--- src/rtl/kgw_pkg.sv ---
package kgw_pkg;
  // Word addresses; the key order is behaviour, the rest is layout
  localparam int RegMatch  = 0;
  localparam int RegEnable = 1;
  localparam int RegCount  = 2;
  localparam int RegStatus = 3;
  localparam int RegClear  = 4;
  localparam int RegKeyA   = 5;
  localparam int RegKeyB   = 6;

  typedef enum logic [1:0] {
    LK_SHUT = 2'd0,
    LK_HALF = 2'd1,
    LK_OPEN = 2'd2
  } lockState_t;

  typedef struct packed {
    logic wrMatch;
    logic wrEnable;
    logic wrStatus;
    logic clrCount;
  } kgwStrobe_t;
endpackage

--- src/rtl/kgw_ctrl.sv ---
module kgw_ctrl
  import kgw_pkg::*;
#(
  parameter int ADDR_W = 3,
  parameter int DATA_W = 32,
  parameter logic [DATA_W-1:0] KEY_A = 'hBABA,
  parameter logic [DATA_W-1:0] KEY_B = 'hEB10
) (
  input  logic              clk,
  input  logic              rstN,
  input  logic              busWrEn,
  input  logic [ADDR_W-1:0] busAddr,
  input  logic [DATA_W-1:0] busWrData,
  output kgwStrobe_t        strobe
);
  lockState_t lockQ, lockNext;
  logic       isOpen;

  assign isOpen = (lockQ == LK_OPEN);

  always_comb begin
    strobe   = '0;
    lockNext = lockQ;
    if (busWrEn) begin
      // any write ends the current sequence unless it advances it
      lockNext = LK_SHUT;
      if (busAddr == ADDR_W'(RegKeyA)) begin
        if (busWrData == KEY_A) lockNext = LK_HALF;
      end else if (busAddr == ADDR_W'(RegKeyB)) begin
        if (lockQ == LK_HALF && busWrData == KEY_B) lockNext = LK_OPEN;
      end else if (busAddr == ADDR_W'(RegMatch)) begin
        strobe.wrMatch = isOpen;
      end else if (busAddr == ADDR_W'(RegEnable)) begin
        strobe.wrEnable = isOpen;
      end else if (busAddr == ADDR_W'(RegStatus)) begin
        strobe.wrStatus = isOpen;
      end else if (busAddr == ADDR_W'(RegClear)) begin
        strobe.clrCount = isOpen;
      end
    end
  end

  always_ff @(posedge clk or negedge rstN) begin
    if (!rstN) lockQ <= LK_SHUT;
    else       lockQ <= lockNext;
  end

  // a guarded write must follow a correct second key directly
  assert_key_before_write_R2: assert property (@(posedge clk) disable iff (!rstN)
    (|strobe) |-> $past(busWrEn && busAddr == ADDR_W'(RegKeyB) && busWrData == KEY_B));

  // unlock serves one write only
  assert_single_use_R3: assert property (@(posedge clk) disable iff (!rstN)
    (|strobe) |=> !(|strobe));

  // a wrong first key can never be followed by a guarded write
  assert_bad_key_closes_R4: assert property (@(posedge clk) disable iff (!rstN)
    (busWrEn && busAddr == ADDR_W'(RegKeyA) && busWrData != KEY_A) |=> !(|strobe));
endmodule

--- src/rtl/kgw_datapath.sv ---
module kgw_datapath
  import kgw_pkg::*;
#(
  parameter int ADDR_W     = 3,
  parameter int DATA_W     = 32,
  parameter int RST_CYCLES = 4
) (
  input  logic              clk,
  input  logic              rstN,
  input  kgwStrobe_t        strobe,
  input  logic [DATA_W-1:0] wrData,
  input  logic [ADDR_W-1:0] rdAddr,
  output logic [DATA_W-1:0] rdData,
  output logic              sysResetOut
);
  localparam int RST_W = $clog2(RST_CYCLES + 1);

  logic [DATA_W-1:0] countQ, matchQ;
  logic [1:0]        enableQ;
  logic              expiredQ;
  logic [RST_W-1:0]  pulseCnt;
  logic              matchHit;

  assign matchHit    = enableQ[0] && (countQ == matchQ);
  assign sysResetOut = (pulseCnt != '0);

  always_ff @(posedge clk or negedge rstN) begin
    if (!rstN) begin
      matchQ  <= '1;
      enableQ <= '0;
    end else begin
      if (strobe.wrMatch)  matchQ  <= wrData;
      if (strobe.wrEnable) enableQ <= wrData[1:0];
    end
  end

  always_ff @(posedge clk or negedge rstN) begin
    if (!rstN)                         countQ <= '0;
    else if (strobe.clrCount)          countQ <= '0;
    else if (matchHit)                 countQ <= '0;
    else if (enableQ[0])               countQ <= countQ + 1'b1;
  end

  always_ff @(posedge clk or negedge rstN) begin
    if (!rstN)                                  expiredQ <= 1'b0;
    else if (matchHit)                          expiredQ <= 1'b1;
    else if (strobe.wrStatus && !wrData[0])     expiredQ <= 1'b0;
  end

  always_ff @(posedge clk or negedge rstN) begin
    if (!rstN)                                        pulseCnt <= '0;
    else if (pulseCnt != '0)                          pulseCnt <= pulseCnt - 1'b1;
    else if (matchHit && enableQ[1])                  pulseCnt <= RST_W'(RST_CYCLES);
  end

  always_comb begin
    rdData = '0;
    if (rdAddr == ADDR_W'(RegMatch))       rdData = matchQ;
    else if (rdAddr == ADDR_W'(RegEnable)) rdData = DATA_W'(enableQ);
    else if (rdAddr == ADDR_W'(RegCount))  rdData = countQ;
    else if (rdAddr == ADDR_W'(RegStatus)) rdData = DATA_W'(expiredQ);
  end

  // checker state: length of the current reset pulse
  logic [RST_W:0] highRun;
  always_ff @(posedge clk or negedge rstN) begin
    if (!rstN)            highRun <= '0;
    else if (sysResetOut) highRun <= highRun + 1'b1;
    else                  highRun <= '0;
  end

  assert_match_guarded_R2: assert property (@(posedge clk) disable iff (!rstN)
    !$past(strobe.wrMatch) |-> $stable(matchQ));

  assert_count_step_R5: assert property (@(posedge clk) disable iff (!rstN)
    ($past(enableQ[0]) && !$past(matchHit) && !$past(strobe.clrCount))
      |-> countQ == $past(countQ) + 1'b1);

  assert_count_hold_R11: assert property (@(posedge clk) disable iff (!rstN)
    (!$past(enableQ[0]) && !$past(strobe.clrCount)) |-> $stable(countQ));

  assert_expiry_flag_R6: assert property (@(posedge clk) disable iff (!rstN)
    $past(matchHit) |-> rdData == rdData && expiredQ);

  assert_pulse_source_R7: assert property (@(posedge clk) disable iff (!rstN)
    $rose(sysResetOut) |-> $past(enableQ[1] && matchHit));

  assert_pulse_len_R7: assert property (@(posedge clk) disable iff (!rstN)
    $fell(sysResetOut) |-> highRun == (RST_W+1)'(RST_CYCLES));

  assert_pulse_bound_R7: assert property (@(posedge clk) disable iff (!rstN)
    highRun <= (RST_W+1)'(RST_CYCLES));
endmodule

--- src/rtl/kgw_top.sv ---
module kgw_top
  import kgw_pkg::*;
#(
  parameter int ADDR_W     = 3,
  parameter int DATA_W     = 32,
  parameter int RST_CYCLES = 4
) (
  input  logic              clk,
  input  logic              rstN,
  input  logic              busWrEn,
  input  logic [ADDR_W-1:0] busAddr,
  input  logic [DATA_W-1:0] busWrData,
  output logic [DATA_W-1:0] busRdData,
  output logic              sysResetOut
);
  kgwStrobe_t strobe;

  kgw_ctrl #(.ADDR_W(ADDR_W), .DATA_W(DATA_W)) i_ctrl (
    .clk(clk), .rstN(rstN), .busWrEn(busWrEn), .busAddr(busAddr),
    .busWrData(busWrData), .strobe(strobe));

  kgw_datapath #(.ADDR_W(ADDR_W), .DATA_W(DATA_W), .RST_CYCLES(RST_CYCLES)) i_datapath (
    .clk(clk), .rstN(rstN), .strobe(strobe), .wrData(busWrData),
    .rdAddr(busAddr), .rdData(busRdData), .sysResetOut(sysResetOut));
endmodule

--- config.mk ---
export PLATFORM = sky130hd
export DESIGN_NAME = kgw_top
export DESIGN_NICKNAME = d
export VERILOG_FILES = /design/src/rtl/kgw_pkg.sv /design/src/rtl/kgw_ctrl.sv /design/src/rtl/kgw_datapath.sv /design/src/rtl/kgw_top.sv
export SDC_FILE = /design/constraint.sdc
export NUM_CORES = 1
export LEC_CHECK = 0
export ABC_AREA = 1
export BUFFER_PORTS_ARGS = -buffer_cell sky130_fd_sc_hd__buf_2
export CORE_MARGIN = 8
export CORE_UTILIZATION = 36
export CTS_BUF_LIST = sky130_fd_sc_hd__clkbuf_8
export CTS_CLUSTER_DIAMETER = 60
export DETAILED_ROUTE_END_ITERATION = 10
export PLACE_DENSITY = 0.58
export SYNTH_ARGS = -nofsm -noshare
export SYNTH_HDL_FRONTEND = slang
export SYNTH_SLANG_ARGS = --single-unit
--- constraint.sdc ---
create_clock -name clk -period 3.91 [get_ports clk]
set_input_delay 0.5865 -clock clk [delete_from_list [all_inputs] [get_ports clk]]
set_output_delay 0.5865 -clock clk [all_outputs]
set_load 0.01 [all_outputs]
==> out/metrics.yaml <==
status:
  outcome: "finished clean"
worst_hold_path:
  hp-class: "primary input to async pin"
drt:
  vias: 4877
  dr.first_iter.drc_count: 303
  dr.pass1.iters: 6
  totalWireLength_um: 14950
  via_per_inst: 4.961
  drc_errors: 0
  antenna_left: 0
  wl_per_cell_um: 15.20
worst_setup_path:
  critPathBufInv: 4
  cp.arrival_ps: 2240
  crit_top_cell: "buf_2"
  start_kind: "primary input"
  cp_cell_sequence: "buf_2 -> inv_1 -> nand3_1 -> buf_4 -> o22ai_1 -> buf_2"
  critPathKind: "primary input to primary output"
  cp_slowest_cell: "nand3_1"
  max_stage_delay_ps: 700
  crit_path_end_kind: "primary output"
  crit_family: "buffers and inverters"
  required_ps: 3320
  worstPathMaxFanout: 22
sta:
  fin_crit_ps: 2829
  fin_skew_ps: 10.45
  setup_ws_ps: 1081
  fmax_ghz: 0.3535
  relSlewSlack_pct: 33.43
  setup_tns_ps: 0
  period_share_pct: 72.35
  worst_pin_slew_ps: 995.8
  setup_viol: 0
  slew_viol_final: 0
  rsz0062_at_grt: "no"
  hold_violations: 0
  whs_ps: 294.1
logic_synthesis:
  ys_ff_latch: 72
  synth_ff_type: "dfrtp_1"
  synth_cells: 736
  synthDistinctLibCells: 35
  yosysWarnings: 0
  ys_seq_area_share_pct: 37.45
  ys_async_sr_fraction_pct: 100.0
  netlist_area_um2: 4918
  synth_edf_count: 0
  avgSynthCellArea_um2: 6.683
  syn_nets: 776
layout:
  final_common_cell: "nand2_1"
  num_antenna_cells: 0
  final_cell_mix: "nand2_1 (222), inv_1 (110), nor2_1 (83), buf_2 (70)"
  utilization_pct: 42.08
  area_growth_pct: 13.74
  drive_gt1_share_pct: 19.33
  finalNetCount: 842
  instances_no_fill: 983
  fin_area_um2: 5594
grt:
  grt.overflow.total: 0
  grt_pass1_vias: 4759
  grtUsageTotal_pct: 17.07
  antenna_found_initial: 0
  grt_pass1_wl_um: 24360
  grt_max_degree: 65
power:
  p_per_area_nw_per_um2: 266.0
  max-vdd-ir-drop_uv: 173.7
  power.leakage_nw: 2.640
  finalPower_mw: 1.488
clocking:
  root_buffer: "clkbuf_8"
  post_cts_buffers: 0
  clk_latency_ps: 360
  cts_buffers: 9
  cts_resized: 0
  hold_buffers: 0
  clk_pin_slew_ps: 90
  cts_tree: "built"
  cts.path.max_buffers: 2
  clkSinkCount: 72
  htree_levels: 3
floorplanning:
  start_util_pct: 36.99
  core-area_um2: 13300
  chipHeight_um: 132.9
  std_cell_rows: 42
  dieArea_um2: 17660
  fp.dieW_um: 132.9
  io_pins: 71
place:
  port-buffer-count: 70
  dp_hpwl_um: 11730
  place.gp.congestion: 0.8671
  dp_cells: 967
  dpl_worst_slack_ps: 1097
  place_area_um2: 5416
job:
  drv_cap: 0
==> sequential cells by signal, summed over array words and instances, names as in the netlist <==
register	cells
i_datapath.countQ	32
i_datapath.matchQ	32
i_datapath.pulseCnt	3
i_ctrl.lockQ	2
i_datapath.enableQ	2
i_datapath.expiredQ	1
==> cell type report <==
type	instances	area, um^2
fillers	1437	7701
clock buffers	9	123.9
clock inverters	7	53.80
well taps	176	220.2
multi-input cells	523	2516
flip-flops and latches	72	1842
inverters	122	457.9
repair buffers	74	380.4
==> worst paths after layout <==
kind,startpoint,end,slack (ps),depth (start not counted)
hold / removal,rstN,i_datapath.enableQ[1]$_DFFE_PN0P_,290,1
max in group asynchronous,rstN,i_datapath.matchQ[18]$_DFFE_PN1P_,2760,2
hold reg to reg,i_datapath.matchQ[23]$_DFFE_PN1P_,i_datapath.matchQ[23]$_DFFE_PN1P_,500,2
min in group clk,busWrEn,i_ctrl.lockQ[0]$_DFFE_PN0P_,450,2
setup reg to reg,i_ctrl.lockQ[0]$_DFFE_PN0P_,i_datapath.countQ[14]$_DFFE_PN0P_,1600,6
setup / recovery,busAddr[0],busRdData[7],1080,6
==> cells by family (layout without fill, tap and decap cells) <==
| group | after synthesis | in the layout | share of synthesized area (%) |
|---|---|---|---|
| compound gates | 76 | 76 | 8.446 |
| xor+xnor | 25 | 25 | 4.452 |
| fa+ha+maj | 2 | 2 | 0.5087 |
| buf+inv | 141 | 212 | 11.40 |
| flops | 72 | 72 | 37.45 |
| simple gates | 420 | 420 | 37.75 |
==> worst register-to-register path, stage by stage, from the launching register on <==
cell and delay (ps):
dfrtp_1 410, nor2_1 220, nand3_4 300, nand2_4 290
clkinv_1 520, nor4_1 350, nor3_1 100
==> report_power, final <==
part	internal, mW	switching, mW	leakage [nW]
clock	0.234	0.319	0.0822
combinational	0.0527	0.0959	1.68
sequential	0.764	0.0221	0.883
total	1.05	0.437	2.64
==> Yosys cell counts (all sizes together), types with 5 or more instances <==
cell    count  share of area [%]
a21oi       9               0.92
buf         9                1.3
clkbuf     10               0.79
dfrtp      40                 20
dfstp      32                 17
inv       121                9.2
nand2     230                 18
nand3      43                4.8
nand4      32                4.1
nor2       90                7.2
nor3       17                2.1
nor4        5               0.64
o21ai      40                4.1
o22ai      26                3.3
xnor2       8                1.4
xor2       17                3.0
==> routing by layer <==
metal / GRT usage [%] / wire length (um) / vias to the layer above
li1: - / - / 2471
met1: 23.16 / 7143 / 2276
met2: 27.17 / 6950 / 120
met3: 3.104 / 707 / 10
met4: 4.543 / 144 / 0
met5: 0 / 0 / -
(Power assumes the default switching activity.)
